$ cat config.mk
export PLATFORM = sky130hd
export DESIGN_NAME = paging_tlb
export DESIGN_NICKNAME = d
export VERILOG_FILES = /design/src/rtl/tlb_pkg.sv /design/src/rtl/tlb_cam.sv /design/src/rtl/tlb_victim.sv /design/src/rtl/tlb_miss_ctl.sv /design/src/rtl/paging_tlb.sv
export SDC_FILE = /design/constraint.sdc
export NUM_CORES = 2
export LEC_CHECK = 0
export BUFFER_PORTS_ARGS = -buffer_cell sky130_fd_sc_hd__buf_2
export CORE_MARGIN = 2
export CORE_UTILIZATION = 50
export DETAILED_ROUTE_END_ITERATION = 12
export PLACE_DENSITY_LB_ADDON = 0.08
export SYNTH_ARGS = -nofsm -noshare
export SYNTH_HDL_FRONTEND = slang
export SYNTH_SLANG_ARGS = --single-unit
$ cat constraint.sdc
create_clock -name clk -period 3.5 [get_ports clk]
set_clock_uncertainty 0.05 [all_clocks]
set_input_delay 0.35 -clock clk [delete_from_list [all_inputs] [get_ports clk]]
set_output_delay 0.35 -clock clk [all_outputs]
set_load 0.1 [all_outputs]
$ cat src/rtl/tlb_pkg.sv
package tlb_pkg;
  localparam int unsigned PAGE_OFF_W = 12;

  typedef enum logic [1:0] {
    VSRC_SAME = 2'd0,
    VSRC_FREE = 2'd1,
    VSRC_RR   = 2'd2
  } victim_src_e;
endpackage

$ cat src/rtl/tlb_cam.sv
module tlb_cam #(
  parameter int unsigned ENTRIES = 32,
  parameter int unsigned VPN_W   = 20,
  parameter int unsigned PFN_W   = 20,
  localparam int unsigned IDX_W  = $clog2(ENTRIES)
) (
  input  logic               clk,
  input  logic               rst_n,
  input  logic               flush_i,
  input  logic               wr_en_i,
  input  logic [IDX_W-1:0]   wr_idx_i,
  input  logic [VPN_W-1:0]   wr_vpn_i,
  input  logic [PFN_W-1:0]   wr_pfn_i,
  input  logic [VPN_W-1:0]   lk_vpn_i,
  output logic [ENTRIES-1:0] lk_match_o,
  output logic [PFN_W-1:0]   lk_pfn_o,
  input  logic [VPN_W-1:0]   fl_vpn_i,
  output logic [ENTRIES-1:0] fl_match_o,
  output logic [ENTRIES-1:0] valid_o
);
  logic [ENTRIES-1:0]            valid_q;
  logic [ENTRIES-1:0][VPN_W-1:0] vpn_q;
  logic [ENTRIES-1:0][PFN_W-1:0] pfn_q;

  for (genvar e = 0; e < ENTRIES; e++) begin : g_slot
    logic sel;
    assign sel = wr_en_i && (wr_idx_i == IDX_W'(e));

    always_ff @(posedge clk) begin
      if (!rst_n) begin
        valid_q[e] <= 1'b0;
        vpn_q[e]   <= '0;
        pfn_q[e]   <= '0;
      end else if (flush_i) begin
        valid_q[e] <= 1'b0;
      end else if (sel) begin
        valid_q[e] <= 1'b1;
        vpn_q[e]   <= wr_vpn_i;
        pfn_q[e]   <= wr_pfn_i;
      end
    end

    assign lk_match_o[e] = valid_q[e] && (vpn_q[e] == lk_vpn_i);
    assign fl_match_o[e] = valid_q[e] && (vpn_q[e] == fl_vpn_i);
  end

  always_comb begin
    lk_pfn_o = '0;
    for (int e = 0; e < ENTRIES; e++) begin
      if (lk_match_o[e]) lk_pfn_o = lk_pfn_o | pfn_q[e];
    end
  end

  assign valid_o = valid_q;

  // a page is never held twice, so at most one slot matches
  p_single_match_r5: assert property (@(posedge clk) disable iff (!rst_n)
    $onehot0(lk_match_o));

  // a flush leaves no valid slot behind
  p_flush_empties_r8: assert property (@(posedge clk) disable iff (!rst_n)
    $past(flush_i) |-> (valid_q == '0));
endmodule

$ cat src/rtl/tlb_victim.sv
module tlb_victim
  import tlb_pkg::*;
#(
  parameter int unsigned ENTRIES = 32,
  localparam int unsigned IDX_W  = $clog2(ENTRIES),
  localparam logic [IDX_W-1:0] LAST = IDX_W'(ENTRIES - 1)
) (
  input  logic               clk,
  input  logic               rst_n,
  input  logic               flush_i,
  input  logic               alloc_i,
  input  logic [ENTRIES-1:0] valid_i,
  input  logic [ENTRIES-1:0] same_i,
  output logic [IDX_W-1:0]   idx_o
);
  logic [IDX_W-1:0] rr_q;
  logic [IDX_W-1:0] same_idx;
  logic [IDX_W-1:0] free_idx;
  logic             any_same;
  logic             any_free;
  victim_src_e      src;

  always_comb begin
    same_idx = '0;
    free_idx = '0;
    for (int i = ENTRIES - 1; i >= 0; i--) begin
      if (same_i[i])   same_idx = IDX_W'(i);
      if (!valid_i[i]) free_idx = IDX_W'(i);
    end
  end

  assign any_same = |same_i;
  assign any_free = ~&valid_i;

  always_comb begin
    if (any_same)      src = VSRC_SAME;
    else if (any_free) src = VSRC_FREE;
    else               src = VSRC_RR;
  end

  always_comb begin
    unique case (src)
      VSRC_SAME: idx_o = same_idx;
      VSRC_FREE: idx_o = free_idx;
      default:   idx_o = rr_q;
    endcase
  end

  always_ff @(posedge clk) begin
    if (!rst_n || flush_i) begin
      rr_q <= '0;
    end else if (alloc_i && (src == VSRC_RR)) begin
      rr_q <= (rr_q == LAST) ? '0 : rr_q + 1'b1;
    end
  end

  // while a slot is free and the page is new, the chosen slot is an empty one
  p_free_first_r6: assert property (@(posedge clk) disable iff (!rst_n)
    (alloc_i && any_free && !any_same) |-> !valid_i[idx_o]);

  // the pointer never leaves the slot range
  p_rr_range_r6: assert property (@(posedge clk) disable iff (!rst_n)
    rr_q <= LAST);
endmodule

$ cat src/rtl/tlb_miss_ctl.sv
module tlb_miss_ctl #(
  parameter int unsigned LA_W  = 32,
  parameter int unsigned OFF_W = 12,
  localparam int unsigned VPN_W = LA_W - OFF_W
) (
  input  logic             clk,
  input  logic             rst_n,
  input  logic             set_i,
  input  logic [LA_W-1:0]  set_laddr_i,
  input  logic             fill_take_i,
  input  logic [VPN_W-1:0] fill_vpn_i,
  input  logic             fill_present_i,
  output logic             pend_o,
  output logic [VPN_W-1:0] pend_vpn_o,
  output logic             fault_o,
  output logic [LA_W-1:0]  fault_laddr_o
);
  logic            pend_q;
  logic [LA_W-1:0] pend_laddr_q;
  logic            resolve;
  logic            fault_q;
  logic [LA_W-1:0] fault_laddr_q;

  assign pend_vpn_o = pend_laddr_q[LA_W-1:OFF_W];
  assign resolve    = fill_take_i && pend_q && (fill_vpn_i == pend_vpn_o);

  always_ff @(posedge clk) begin
    if (!rst_n) begin
      pend_q       <= 1'b0;
      pend_laddr_q <= '0;
    end else if (set_i) begin
      pend_q       <= 1'b1;
      pend_laddr_q <= set_laddr_i;
    end else if (resolve) begin
      pend_q <= 1'b0;
    end
  end

  always_ff @(posedge clk) begin
    if (!rst_n) begin
      fault_q       <= 1'b0;
      fault_laddr_q <= '0;
    end else begin
      fault_q <= fill_take_i && !fill_present_i;
      if (fill_take_i && !fill_present_i) begin
        fault_laddr_q <= resolve ? pend_laddr_q : {fill_vpn_i, {OFF_W{1'b0}}};
      end
    end
  end

  assign pend_o        = pend_q;
  assign fault_o       = fault_q;
  assign fault_laddr_o = fault_laddr_q;

  // a pending miss survives any cycle without a fill for its own page
  p_miss_held_r4: assert property (@(posedge clk) disable iff (!rst_n)
    (pend_q && !(fill_take_i && fill_vpn_i == pend_vpn_o)) |=> pend_q);

  // every fault pulse comes from a taken non-present fill
  p_fault_cause_r7: assert property (@(posedge clk) disable iff (!rst_n)
    fault_q |-> $past(fill_take_i && !fill_present_i));
endmodule

$ cat src/rtl/paging_tlb.sv
module paging_tlb
  import tlb_pkg::*;
#(
  parameter int unsigned ENTRIES   = 32,
  parameter int unsigned LA_W      = 32,
  parameter int unsigned PA_W      = 32,
  parameter int unsigned VEC_W     = 8,
  parameter int unsigned FAULT_VEC = 14,
  localparam int unsigned OFF_W    = PAGE_OFF_W,
  localparam int unsigned VPN_W    = LA_W - OFF_W,
  localparam int unsigned PFN_W    = PA_W - OFF_W,
  localparam int unsigned IDX_W    = $clog2(ENTRIES)
) (
  input  logic             clk,
  input  logic             rst_n,
  input  logic             paging_en,
  input  logic             req_valid,
  output logic             req_ready,
  input  logic [LA_W-1:0]  req_laddr,
  output logic             rsp_valid,
  output logic             rsp_hit,
  output logic [PA_W-1:0]  rsp_paddr,
  output logic             miss_req,
  output logic [VPN_W-1:0] miss_page,
  input  logic             fill_valid,
  input  logic [VPN_W-1:0] fill_page,
  input  logic [PFN_W-1:0] fill_frame,
  input  logic             fill_present,
  input  logic             flush,
  output logic             fault_pulse,
  output logic [VEC_W-1:0] fault_vector,
  output logic [LA_W-1:0]  fault_laddr
);
  logic               req_fire;
  logic               fill_take;
  logic               fill_store;
  logic [ENTRIES-1:0] lk_match;
  logic [ENTRIES-1:0] fl_match;
  logic [ENTRIES-1:0] valid_vec;
  logic [PFN_W-1:0]   lk_pfn;
  logic [IDX_W-1:0]   wr_idx;
  logic               lk_hit;
  logic               miss_set;
  logic               pend;
  logic               rsp_valid_q;
  logic               rsp_hit_q;
  logic [PA_W-1:0]    rsp_paddr_q;

  assign req_ready  = !pend;
  assign req_fire   = req_valid && req_ready;
  assign fill_take  = fill_valid && !flush;
  assign fill_store = fill_take && fill_present;
  assign lk_hit     = |lk_match;
  assign miss_set   = req_fire && paging_en && !lk_hit;

  tlb_cam #(
    .ENTRIES (ENTRIES),
    .VPN_W   (VPN_W),
    .PFN_W   (PFN_W)
  ) u_cam (
    .clk        (clk),
    .rst_n      (rst_n),
    .flush_i    (flush),
    .wr_en_i    (fill_store),
    .wr_idx_i   (wr_idx),
    .wr_vpn_i   (fill_page),
    .wr_pfn_i   (fill_frame),
    .lk_vpn_i   (req_laddr[LA_W-1:OFF_W]),
    .lk_match_o (lk_match),
    .lk_pfn_o   (lk_pfn),
    .fl_vpn_i   (fill_page),
    .fl_match_o (fl_match),
    .valid_o    (valid_vec)
  );

  tlb_victim #(
    .ENTRIES (ENTRIES)
  ) u_victim (
    .clk     (clk),
    .rst_n   (rst_n),
    .flush_i (flush),
    .alloc_i (fill_store),
    .valid_i (valid_vec),
    .same_i  (fl_match),
    .idx_o   (wr_idx)
  );

  tlb_miss_ctl #(
    .LA_W  (LA_W),
    .OFF_W (OFF_W)
  ) u_miss (
    .clk            (clk),
    .rst_n          (rst_n),
    .set_i          (miss_set),
    .set_laddr_i    (req_laddr),
    .fill_take_i    (fill_take),
    .fill_vpn_i     (fill_page),
    .fill_present_i (fill_present),
    .pend_o         (pend),
    .pend_vpn_o     (miss_page),
    .fault_o        (fault_pulse),
    .fault_laddr_o  (fault_laddr)
  );

  always_ff @(posedge clk) begin
    if (!rst_n) begin
      rsp_valid_q <= 1'b0;
      rsp_hit_q   <= 1'b0;
      rsp_paddr_q <= '0;
    end else begin
      rsp_valid_q <= req_fire;
      if (req_fire) begin
        rsp_hit_q <= !paging_en || lk_hit;
        if (!paging_en)  rsp_paddr_q <= PA_W'(req_laddr);
        else if (lk_hit) rsp_paddr_q <= {lk_pfn, req_laddr[OFF_W-1:0]};
        else             rsp_paddr_q <= '0;
      end
    end
  end

  assign rsp_valid    = rsp_valid_q;
  assign rsp_hit      = rsp_hit_q;
  assign rsp_paddr    = rsp_paddr_q;
  assign miss_req     = pend;
  assign fault_vector = fault_pulse ? VEC_W'(FAULT_VEC) : '0;

  // a response only follows an offered request
  p_rsp_follows_r3: assert property (@(posedge clk) disable iff (!rst_n)
    rsp_valid |-> $past(req_valid));

  // the page offset passes through on every translated answer
  p_offset_kept_r3: assert property (@(posedge clk) disable iff (!rst_n)
    (rsp_valid && rsp_hit) |-> (rsp_paddr[OFF_W-1:0] == $past(req_laddr[OFF_W-1:0])));

  // with paging off the answer is the linear address itself
  p_bypass_r2: assert property (@(posedge clk) disable iff (!rst_n)
    (rsp_valid && $past(!paging_en)) |-> (rsp_hit && rsp_paddr == PA_W'($past(req_laddr))));

  // a miss answer comes with a raised miss request
  p_miss_flag_r4: assert property (@(posedge clk) disable iff (!rst_n)
    (rsp_valid && !rsp_hit) |-> miss_req);
endmodule

Yosys cells after proc, flatten, opt, wreduce, memory -nomap -nowiden
Index checks and enable logic that the tools add are counted.

storage, ports and cells
  output and inout port bits = 97
  input port bits = 79
  word-level logic and storage cells = 495
  bits in registers = 1,417

operators by class
  reduce and logical (&&, ||, !) cells = 152
  add/sub/neg operators = 1
  mux-type cells = 106
  bitwise operators = 33
  equality and inequality tests = 99

operators by type and width
  cell                   number
  $eq A20 B20 Y1         65
  $mux W20               32
  $or A20 B20 Y20        31
  $mux W5                65
  $logic_and A1 B1 Y1    105
  $mux W32               3
  $eq A5 B5 Y1 const B   17
  $reduce_and A2 Y1      32
  $reduce_or A32 Y1      2
  $eq A5 B4 Y1 const B   8
  $reduce_and A32 Y1     1
  $eq A5 B3 Y1 const B   4
  $eq A5 B2 Y1 const B   2
  $pmux W5 S2            1
  $logic_not A1 Y1       6
  $add A5 B1 Y5 const B  1
  $eq A5 B1 Y1 const B   1
  $logic_not A5 Y1       1
  $mux W2                2
  $mux W4                1
  $eq A2 B1 Y1 const B   1
  $eq A2 B2 Y1 const B   1
  $logic_not A2 Y1       1
  $logic_or A1 B1 Y1     2
  other kinds (4)        6

Longest topological paths before layout
  depth in word-level cells = 67
  mapped depth = 17
  gate-level depth less buffers = 11

Modules after synthesis
Synthesis repeated with hierarchy kept, for this count alone.

second synthesis, totals
  cells, all modules = 9,431
  area total of the unflattened synthesis = 75,120.8 sq um

by module, submodules not included
  module        area an instance (sq um)  cells an instance  instances
  tlb_cam       69,605.5                  8,792              1
  tlb_miss_ctl  2,895.3                   300                1
  paging_tlb    1,496.4                   174                1
  tlb_victim    1,123.6                   165                1

Least setup slack after synthesis
Ideal clock, no wire load.

  kind = input port to flip-flop
  start point = in fill_page[5]
  end point = reg u_cam.vpn_q[196] in the netlist's numbering
  library setup time = 0.072 ns
  path buffers = 3
  slack = 0.054 ns
  cell stages on the path = 13
  arrival = 3.324 ns
  required time = 3.378 ns
  path through = buf_4 > xor2_1 > or4_1 > or4_4 > nand4_2 > nor3b_1 > o41a_1 > a211o_1 > buf_2 > or2_4 > nor2_4 > buf_6 > mux2i_1

on the way
  longest elaborated chain between the ends = 38

RTL lines
  element                               line              text
  start: declaration                    paging_tlb.sv:26  input logic [VPN_W-1:0] fill_page,
  $eq A20 B20 Y1                        tlb_cam.sv:44     assign fl_match_o[e] = valid_q[e] && (vpn_q[e] == fl_vpn_i);
  $logic_and A1 B1 Y1                   tlb_cam.sv:44
  $mux W5 (32 in series)                tlb_victim.sv:27  if (same_i[i]) same_idx = IDX_W'(i);
  $pmux W5 S2 *                         tlb_victim.sv:42  unique case (src)
  $eq A5 B4 Y1 *                        tlb_cam.sv:27     assign sel = wr_en_i && (wr_idx_i == IDX_W'(e));
  $logic_and A1 B1 Y1 *                 tlb_cam.sv:27
  $reduce_and A2 Y1 (no source line) *  --
  end signal: indexed assignment        tlb_cam.sv:38     vpn_q[e] <= wr_vpn_i;
  end: declaration                      tlb_cam.sv:22     logic [ENTRIES-1:0][VPN_W-1:0] vpn_q;

Every way passes the cells marked *; elsewhere a longest branch is shown, timed or not.
A chain may end at the register's enable or synchronous reset.

Worst setup path in the final report
  start point = reg u_cam.vpn_q[523] in the netlist's numbering
  end point = reg u_cam.pfn_q[351] in the netlist's numbering

on the way
  longest elaborated chain between the ends = 33

RTL lines
  element                               line              text
  $eq A20 B20 Y1 *                      tlb_cam.sv:44
  $logic_and A1 B1 Y1 *                 tlb_cam.sv:44
  $mux W5 (27 in series)                tlb_victim.sv:27
  $pmux W5 S2 *                         tlb_victim.sv:42
  $eq A5 B5 Y1 *                        tlb_cam.sv:27
  $logic_and A1 B1 Y1 *                 tlb_cam.sv:27
  $reduce_and A2 Y1 (no source line) *  --
  end signal: indexed assignment        tlb_cam.sv:39     pfn_q[e] <= wr_pfn_i;
  end: declaration                      tlb_cam.sv:23     logic [ENTRIES-1:0][PFN_W-1:0] pfn_q;

Marked as above.

==> impl_metrics.tcl <==
set metrics [dict create \
    outcome "complete, but fails checks" \
    violations "setup timing" \
    dpl.cell_count 10064 \
    endpoint_kind "flip-flop" \
    ctsLongestPathBuffers 3 \
    sw_frac_of_total_pct 26.7 \
    drv_cap 0 \
    antenna_found_initial 8 \
    power.share.clock_pct 46.3 \
    final_common_cell "nand2_1" \
    synth_area_um2 70900 \
    start_util_pct 50.3 \
    vias 64147 \
    p_leak_nw 37.6 \
    design_area_um2 93200 \
    synth_edf_count 0 \
    cts_tree "built" \
    critical_path_arrival_ps 4570 \
    rows 138 \
    critPathMaxFanout 7 \
    seq_area_frac_synth_pct 40.0 \
    place_area_um2 83200 \
    yosys_warnings 0 \
    pre_cts_ws_ps -1050 \
    drive_gt1_share_pct 23.6 \
    io_buffers 170 \
    cts.sinks 1417 \
    syn_inst 7460 \
    hp-class "primary input to flip-flop" \
    synth_ff_type "dfxtp_1" \
    cts.clk_slew.worst_paths_ps 70 \
    combPwrFrac_pct 10.1 \
    path_class "flip-flop to flip-flop" \
    htree_levels 4 \
    slew_headroom_pct 17.6 \
    nets 8623 \
    min_period_ps 3910 \
    worstPathRequired_ps 4160 \
    track_usage_pct 41.8 \
    die_w_um 381 \
    power_switching_mw 9.96 \
    gp_congestion 0.992 \
    setup_viol 1353 \
    drc 0 \
    cp-start-kind "flip-flop" \
    cts-root-buf "clkbuf_16" \
    stdcell_count 10549 \
    syn_avg_cell_area_um2 9.50 \
    p_int_mw 27.3 \
    clk_latency_ps 830 \
    hold_viol 0 \
    timing.hold.ws_ps 31.1 \
    drtIter0Drc 8312 \
    rsz0062_at_grt "yes" \
    grt_max_degree 130 \
    pwr-share-seq_pct 43.6 \
    synthArstFlopShare_pct 0 \
    power.density_nw_per_um2 399 \
    fin_ws_ps -408 \
    tightest_slew_ps 1230 \
    grt_pass1_wl_um 443000 \
    viasPerCell 6.08 \
    die_h_um 381 \
    pin_count 176 \
    wire_per_inst_um 30.4 \
    ir_drop_uv 383 \
    mostFrequentLayoutCells "1,402 x nand2_1, 1,394 x dfxtp_1, 1,301 x mux2i_1" \
    min_period_over_period_pct 112 \
    core_um2 141000 \
    grt_pass1_vias 61714 \
    fp.dieArea_um2 145000 \
    postRouteAntennaNets 0 \
    power_mw 37.2 \
    syn_to_final_growth_pct 31.5 \
    drv_slew 0 \
    fill_cells 11286 \
    max_freq_ghz 0.256 \
    cts_made_buffers 159 \
    routed_wirelength_um 321000 \
    post-dp-hpwl_um 204000 \
    ys_ff_latch 1417 \
    synth.distinct_cells 75 \
    firstDrtPassIters 6 \
    grt_overflow_total 0 \
]
==> synth_stat cells, types with 3 or more instances <==
cell type / count / area share, %
nand2_1: 1427 / 7.6
dfxtp_1: 1417 / 40
mux2i_1: 1315 / 19
xnor2_1: 726 / 9.0
xor2_1: 571 / 7.1
clkbuf_1: 383 / 2.0
nand4_1: 216 / 1.9
nor4_1: 193 / 1.7
a22oi_1: 180 / 1.9
nand3_1: 160 / 1.1
buf_4: 134 / 1.4
buf_2: 97 / 0.68
a221oi_1: 80 / 0.99
a22o_1: 80 / 0.99
buf_6: 77 / 1.2
a21boi_0: 45 / 0.48
nor2b_1: 39 / 0.34
a21oi_1: 35 / 0.25
o21ai_0: 34 / 0.24
o21a_1: 27 / 0.29
nor2_1: 26 / 0.14
nor3_1: 24 / 0.17
or4_1: 21 / 0.22
inv_1: 17 / 0.090
and2_1: 12 / 0.11
nand2b_1: 9 / 0.079
or3_1: 8 / 0.071
and3_1: 7 / 0.062
and4_1: 7 / 0.086
a31oi_1: 5 / 0.044
buf_1: 5 / 0.026
nor2_4: 5 / 0.079
nor2_8: 5 / 0.14
o211ai_1: 5 / 0.053
a211oi_1: 4 / 0.042
nor3_2: 3 / 0.042
o21ai_1: 3 / 0.021
o221ai_1: 3 / 0.037
or2_2: 3 / 0.026
or2_4: 3 / 0.037
or3_4: 3 / 0.048
==> worst max-delay path, stage by stage (launching register included) <==
cell and delay, ps:
dfxtp_4 380, xor2_4 170, nor4_4 310, nand2_1 90, or4_4 580, nand4_4 110, nor3b_2 60, o41a_1 440
a211o_4 340, buf_6 150, or2_4 290, nor2_8 300, buf_6 160, buf_12 150, mux2i_1 210
==> power by group through the flow <==
| stage | sequential, mW | combinational, mW | clock (mW) |
|---|---|---|---|
| 2_1_floorplan | 16.8 | 1.75 | 0 |
| 3_3_place_gp | 16.6 | 3.56 | 0 |
| 3_5_place_dp | 16.6 | 3.56 | 0 |
| 4_1_cts | 16.2 | 3.60 | 17.3 |
| 5_1_grt | 16.2 | 3.78 | 17.9 |
| 6_report | 16.2 | 3.75 | 17.2 |
==> cells by family after synthesis <==
group	after synthesis	synth area share (%)
compound gates	525	5.67
xor+xnor	1297	16.0
fa+ha+maj	2	0.0353
buf+inv	717	5.52
flops	1417	40.0
mux	1315	18.6
other cells	1	0.00529
simple gates	2186	14.2
==> state kept, by name, summed over array words and instances (netlist names) <==
name	flops
u_cam.vpn_q	640
u_victim.rr_q	5
rsp_valid	1
rsp_hit	1
u_cam.valid_o	32
u_miss.fault_laddr_o	32
u_miss.fault_o	1
u_miss.pend_o	1
rsp_paddr	32
u_cam.pfn_q	640
u_miss.pend_laddr_q	32
==> path summary, 6_finish.rpt <==
| check | start | to | slack (ps) | depth (start not counted) |
|---|---|---|---|---|
| hold / removal | fill_frame[14] | u_cam.pfn_q[614]$_SDFFE_PN0P_ | 30 | 4 |
| setup / recovery | u_cam.vpn_q[523]$_SDFFE_PN0P_ | u_cam.pfn_q[351]$_SDFFE_PN0P_ | -410 | 14 |
| setup reg to reg | u_cam.vpn_q[523]$_SDFFE_PN0P_ | u_cam.pfn_q[351]$_SDFFE_PN0P_ | -410 | 14 |
| hold reg to reg | u_cam.pfn_q[633]$_SDFFE_PN0P_ | u_cam.pfn_q[633]$_SDFFE_PN0P_ | 410 | 2 |
==> layer usage <==
layer | track usage, % | routed length, µm
met1 | 53.9 | 124000
met2 | 65.2 | 139000
met3 | 7.98 | 33400
met4 | 24.4 | 23800
met5 | 0 | 34
==> through the flow <==
step	util (%)	setup TNS [ps]
final	66.1	-273420
after global routing	66.1	-335350
after CTS	65.1	-241800
after global placement	59.0	-1103980
after floorplan	-	0
after detailed placement	59.0	-1120760
==> area by class of cell <==
cell class	count	area (µm²)	share of cell area [%]
Multi-Input combinational cell	5330	39600	42.5
Sequential cell	1417	28400	30.5
Timing Repair Buffer	1615	17500	18.8
Clock buffer	229	4620	4.96
Tap cell	1890	2360	2.54
Clock inverter	45	653	0.701
Inverter	19	71.3	0.0765
Antenna cell	4	10.0	0.0107
==> repair_timing <==
| action | CTS | global route |
|---|---|---|
| pin swaps | 48 | 76 |
| cloned | 60 | 31 |
| resized for setup | 175 | 203 |
| buffers inserted | 86 | 52 |
| setup endpoints to repair | 1350 | 1362 |
| hold endpoints to repair | 45 | 6 |
| hold buffers | 21 | 1 |
(Power assumes the default switching activity.)
